File: src/rtl/gpio_pkg.sv
package gpio_pkg;
  typedef enum logic [1:0] {
    A_DRIVE = 2'd0,
    A_DIR   = 2'd1,
    A_LEVEL = 2'd2,
    A_SPARE = 2'd3
  } gpio_addr_e;
endpackage

File: src/rtl/gpio_sync.sv
module gpio_sync #(
  parameter int WIDTH  = 6,
  parameter int STAGES = 2
) (
  input  logic             clk,
  input  logic             rst,
  input  logic [WIDTH-1:0] async_in,
  output logic [WIDTH-1:0] sync_out
);
  logic [STAGES-1:0][WIDTH-1:0] chain;

  always_ff @(posedge clk) begin
    if (rst) chain[0] <= '0;
    else     chain[0] <= async_in;
  end

  for (genvar s = 1; s < STAGES; s++) begin : g_stage
    always_ff @(posedge clk) begin
      if (rst) chain[s] <= '0;
      else     chain[s] <= chain[s-1];
    end
  end

  assign sync_out = chain[STAGES-1];
endmodule

File: src/rtl/gpio_regs.sv
module gpio_regs
  import gpio_pkg::*;
#(
  parameter int NUM_PINS = 6
) (
  input  logic                clk,
  input  logic                rst,
  input  gpio_addr_e          addr,
  input  logic                wr_en,
  input  logic [NUM_PINS-1:0] wr_bits,
  output logic [NUM_PINS-1:0] drive_q,
  output logic [NUM_PINS-1:0] dir_q
);
  logic [NUM_PINS-1:0] drive_d, dir_d;
  logic                rst_seen;

  always_comb begin
    drive_d = drive_q;
    dir_d   = dir_q;
    if (wr_en) begin
      unique case (addr)
        A_DRIVE: drive_d = wr_bits;
        A_DIR:   dir_d   = wr_bits;
        A_LEVEL: drive_d = drive_q ^ wr_bits;
        default: ;
      endcase
    end
  end

  always_ff @(posedge clk) begin
    if (rst) begin
      drive_q <= '0;
      dir_q   <= '0;
    end else begin
      drive_q <= drive_d;
      dir_q   <= dir_d;
    end
  end

  always_ff @(posedge clk) rst_seen <= rst;


  always @(posedge clk) begin
    if (rst_seen && !rst) begin
      reset_clear_chk: assert (drive_q == '0 && dir_q == '0)
        else $error("registers not cleared by reset");
    end
  end


  toggle_keeps_dir_chk: assert property (@(posedge clk) disable iff (rst)
    (wr_en && addr == A_LEVEL) |=> $stable(dir_q));
endmodule

File: src/rtl/gpio_pin_cell.sv
module gpio_pin_cell (
  input  logic clk,
  input  logic rst,
  input  logic reg_dir,
  input  logic reg_drive,
  input  logic pu_kill,
  input  logic ovr_en,
  input  logic ovr_dir,
  input  logic ovr_out,
  input  logic ovr_pull,
  output logic oe_q,
  output logic out_q,
  output logic pu_q
);
  logic oe_d, out_d, pu_req, pu_d;

  always_comb begin
    if (ovr_en) begin
      oe_d   = ovr_dir;
      out_d  = ovr_out;
      pu_req = ovr_pull;
    end else begin
      oe_d   = reg_dir;
      out_d  = reg_drive;
      pu_req = ~reg_dir & reg_drive;
    end
    pu_d = pu_req & ~pu_kill;
  end

  always_ff @(posedge clk) begin
    if (rst) begin
      oe_q  <= 1'b0;
      out_q <= 1'b0;
      pu_q  <= 1'b0;
    end else begin
      oe_q  <= oe_d;
      out_q <= out_d;
      pu_q  <= pu_d;
    end
  end


  pull_kill_chk: assert property (@(posedge clk) disable iff (rst)
    pu_kill |=> !pu_q);


  oe_pu_excl_chk: assert property (@(posedge clk) disable iff (rst)
    !ovr_en |=> !(oe_q && pu_q));
endmodule

File: src/rtl/gpio_port.sv
module gpio_port
  import gpio_pkg::*;
#(
  parameter int REG_W       = 8,
  parameter int NUM_PINS    = 6,
  parameter int SYNC_STAGES = 2
) (
  input  logic                clk,
  input  logic                rst,
  input  logic [1:0]          addr,
  input  logic                wr_en,
  input  logic                rd_en,
  input  logic [REG_W-1:0]    wr_data,
  output logic [REG_W-1:0]    rd_data,
  input  logic                pu_kill,
  input  logic [NUM_PINS-1:0] ovr_en,
  input  logic [NUM_PINS-1:0] ovr_dir,
  input  logic [NUM_PINS-1:0] ovr_out,
  input  logic [NUM_PINS-1:0] ovr_pull,
  input  logic [NUM_PINS-1:0] pad_in,
  output logic [NUM_PINS-1:0] pad_oe,
  output logic [NUM_PINS-1:0] pad_out,
  output logic [NUM_PINS-1:0] pad_pu
);
  gpio_addr_e          addr_e;
  logic [NUM_PINS-1:0] drive_q, dir_q, level_s;
  logic [REG_W-1:0]    rd_mux;

  assign addr_e = gpio_addr_e'(addr);

  if (REG_W > NUM_PINS) begin : g_hi
    logic unused_hi;
    assign unused_hi = ^wr_data[REG_W-1:NUM_PINS];
  end

  gpio_regs #(.NUM_PINS(NUM_PINS)) regs_i (
    .clk     (clk),
    .rst     (rst),
    .addr    (addr_e),
    .wr_en   (wr_en),
    .wr_bits (wr_data[NUM_PINS-1:0]),
    .drive_q (drive_q),
    .dir_q   (dir_q)
  );

  gpio_sync #(.WIDTH(NUM_PINS), .STAGES(SYNC_STAGES)) sync_i (
    .clk      (clk),
    .rst      (rst),
    .async_in (pad_in),
    .sync_out (level_s)
  );

  for (genvar i = 0; i < NUM_PINS; i++) begin : g_pin
    gpio_pin_cell cell_i (
      .clk       (clk),
      .rst       (rst),
      .reg_dir   (dir_q[i]),
      .reg_drive (drive_q[i]),
      .pu_kill   (pu_kill),
      .ovr_en    (ovr_en[i]),
      .ovr_dir   (ovr_dir[i]),
      .ovr_out   (ovr_out[i]),
      .ovr_pull  (ovr_pull[i]),
      .oe_q      (pad_oe[i]),
      .out_q     (pad_out[i]),
      .pu_q      (pad_pu[i])
    );
  end

  always_comb begin
    rd_mux = '0;
    unique case (addr_e)
      A_DRIVE: rd_mux[NUM_PINS-1:0] = drive_q;
      A_DIR:   rd_mux[NUM_PINS-1:0] = dir_q;
      A_LEVEL: rd_mux[NUM_PINS-1:0] = level_s;
      default: rd_mux = '0;
    endcase
  end

  always_ff @(posedge clk) begin
    if (rst)        rd_data <= '0;
    else if (rd_en) rd_data <= rd_mux;
  end


  spare_addr_zero_chk: assert property (@(posedge clk) disable iff (rst)
    (rd_en && addr_e == A_SPARE) |=> rd_data == '0);
endmodule

File: config.mk
export PLATFORM = sky130hd
export DESIGN_NAME = gpio_port
export DESIGN_NICKNAME = d
export VERILOG_FILES = /design/src/rtl/gpio_pkg.sv /design/src/rtl/gpio_sync.sv /design/src/rtl/gpio_regs.sv /design/src/rtl/gpio_pin_cell.sv /design/src/rtl/gpio_port.sv
export SDC_FILE = /design/constraint.sdc
export NUM_CORES = 1
export LEC_CHECK = 0
export BUFFER_PORTS_ARGS = -buffer_cell sky130_fd_sc_hd__buf_2
export CAP_MARGIN = 40
export CORE_MARGIN = 2
export CORE_UTILIZATION = 49
export DETAILED_ROUTE_END_ITERATION = 7
export GPL_ROUTABILITY_DRIVEN = 0
export PLACE_DENSITY = 0.88
export SLEW_MARGIN = 20
export SYNTH_ARGS = -nofsm -noshare
export SYNTH_HDL_FRONTEND = slang
export SYNTH_HIERARCHICAL = 1
export SYNTH_SLANG_ARGS = --single-unit
File: constraint.sdc
create_clock -name clk -period 1.23 [get_ports clk]
set_input_delay 0.123 -clock clk [delete_from_list [all_inputs] [get_ports clk]]
set_output_delay 0.123 -clock clk [all_outputs]
set_load 0.01 [all_outputs]
==> results_dict.tcl <==
set metrics [dict create \
    grtUsageMet1_pct 22.14 \
    post_dp_cell_area_sq_um 2391 \
    clockBufferDepth 2 \
    grt_pass1_wl_mm 6.582 \
    final_antenna_net_count 0 \
    cts_max_level 2 \
    finalSetupViolations 0 \
    worstPathRequired_ns 1.45 \
    power.density_nw_per_um2 1311 \
    path_clk_slew_ns 0.08 \
    path_class "flip-flop to flip-flop" \
    cts_resized 0 \
    fin_crit_ns 1.100 \
    drive_above_1_share_pct 38.72 \
    crit_chain "or3b_1, a211oi_2" \
    worstHoldStart "pad_in[1]" \
    crit_family "flip-flops" \
    cts_num_sinks 48 \
    met3_usage_pct 7.895 \
    dr.pass1.iters 4 \
    dp.cells 308 \
    antennaDiodeCount 0 \
    ys_async_sr_fraction_pct 0 \
    initial_core_util_pct 50.79 \
    p_leak_nw 1.158 \
    io_pins 71 \
    instances_no_fill 316 \
    die_x_microns 68.16 \
    cts_tree "yes" \
    max_stage_delay_ns 0.44 \
    ys_types 29 \
    synth_edf_count 0 \
    layout.nets 310 \
    slowest_stage "dfxtp_1" \
    rr_endpoint "g_pin[2].cell_i/pu_q" \
    final_common_cell "buf_2" \
    hold_viol 0 \
    r2r.worst_path.cells 2 \
    use_met2_pct 32.04 \
    final_cell_mix "66 x buf_2, 48 x dfxtp_1, 21 x nor2b_1" \
    worstSetupEndpointType "flip-flop" \
    busiest_layer "met2" \
    wl_per_cell_microns 13.31 \
    syn_area_sq_um 2017 \
    fmax_mhz 908.9 \
    tns_ns 0 \
    drc 0 \
    detail_route.iter0.violations 73 \
    slew_viol_final 0 \
    grt_max_degree 21 \
    start_kind "flip-flop" \
    ys_seq_area_share_pct 47.64 \
    worst-path-buf-inv 0 \
    grt_use_total_pct 19.12 \
    vias 1599 \
    synth_cells 198 \
    antenna_found_initial 0 \
    fin_crit_sh_pct 89.45 \
    grt_pass1_vias 1511 \
    area_growth_pct 24.81 \
    r2r-start "regs_i/drive_q[2]" \
    cp_data_arrival_time_ns 1.32 \
    rsz0062_at_grt "no" \
    cts_setup_buffers 0 \
    clock_skew_ns 0.006991 \
    fp.dieH_microns 68.16 \
    hold_buffers 0 \
    hold_depth 2 \
    whs_ns 0.03205 \
    dp_hpwl_mm 3.106 \
    reg2reg_slack_ns 0.13 \
    peakVddDrop_mv 0.9126 \
    status "finished clean" \
    drt-total-wl_mm 4.206 \
    dieArea_sq_um 4645 \
    grt-ovfl-total 0 \
    holdPathEnd "sync_i/chain[1]" \
    ys_ff_latch 48 \
    numCtsBuffers 5 \
    ys.flop_type "dfxtp_1" \
    clk_latency_ns 0.29 \
    cp_max_fo 6 \
    hold_path.class "input pin to flip-flop" \
    maxCapViolations 0 \
    fp-row-count 23 \
    fp.coreArea_sq_um 3971 \
    synth_area_per_cell_sq_um 10.19 \
    cts_root_buf "clkbuf_8" \
    vias_per_cell 5.060 \
    fin_area_sq_um 2517 \
    io_buffers 66 \
    synth_warnings 6 \
]
metal layers:
metal  part of all wire (%)  vias to the layer above
met2                     50                       54
met1                     41                      729
met3                    7.8                        6
met5                      0                        -
met4                    1.3                        0
li1                       -                      810
synth_stat cells, types with 6 or more instances:
cell / n / area (sq um)
nor3_1: 6 / 30.03
nor2b_1: 21 / 131.4
buf_4: 8 / 60.06
mux2i_1: 18 / 180.2
nor2_1: 18 / 67.56
o22ai_1: 6 / 37.54
or3b_1: 7 / 61.31
a211oi_1: 6 / 45.04
nand2_1: 7 / 26.28
a211oi_2: 6 / 75.07
nor2b_2: 8 / 70.07
dfxtp_1: 48 / 960.9
o21ai_0: 11 / 55.05
power breakdown:
group	internal (mW)	switching, mW
clock	0.717	0.499
sequential	1.63	0.0363
combinational	0.210	0.207
flip-flops by register name, summed over array words and instances (netlist names):
register,count
g_pin.cell_i/oe_q,6
rd_data,6
regs_i/drive_q,6
g_pin.cell_i/pu_q,6
g_pin.cell_i/out_q,6
regs_i/dir_q,6
sync_i/chain,6
sync_i/sync_out,6
final cells by class:
class                           instances  area, sq um
Sequential cell                        48        960.9
Tap cell                               50        62.56
Clock buffer                            7        96.34
Multi-Input combinational cell        137        959.7
Fill cell                             346         1454
Clock inverter                          1        30.03
Timing Repair Buffer                   73        407.9
kinds of logic (layout without fill, tap and decap cells):
| family | after synthesis | after routing | synth area share (%) |
|---|---|---|---|
| mux | 18 | 18 | 8.933 |
| flops | 48 | 48 | 47.64 |
| compound gates | 35 | 35 | 12.10 |
| buf+inv | 14 | 81 | 4.962 |
| simple gates | 82 | 82 | 26.18 |
| other cells | 1 | 2 | 0.1859 |
how the worst max path moves through the flow:
stage | start | end | slack, ns | cells after the start
after floorplan | regs_i/drive_q[4] | g_pin[4].cell_i/pu_q | 0.25 | 2
after global placement | regs_i/drive_q[4] | g_pin[4].cell_i/pu_q | 0.20 | 2
after detailed placement | regs_i/drive_q[4] | g_pin[4].cell_i/pu_q | 0.14 | 2
after CTS | regs_i/drive_q[4] | g_pin[4].cell_i/pu_q | 0.11 | 2
after global routing | regs_i/drive_q[4] | g_pin[4].cell_i/pu_q | 0.06 | 2
final | regs_i/drive_q[2] | g_pin[2].cell_i/pu_q | 0.13 | 2
per-stage QoR:
stage	worst slack (ns)	total power, mW	utilization, %
global route	0.05958	3.442	63.39
detailed placement	0.1438	2.119	60.21
CTS	0.1084	3.336	63.39
global placement	0.2000	2.102	60.21
floorplan	0.2499	1.930	-
finish	0.1297	3.300	63.39
Note: power is estimated with default switching activity, not from simulation.
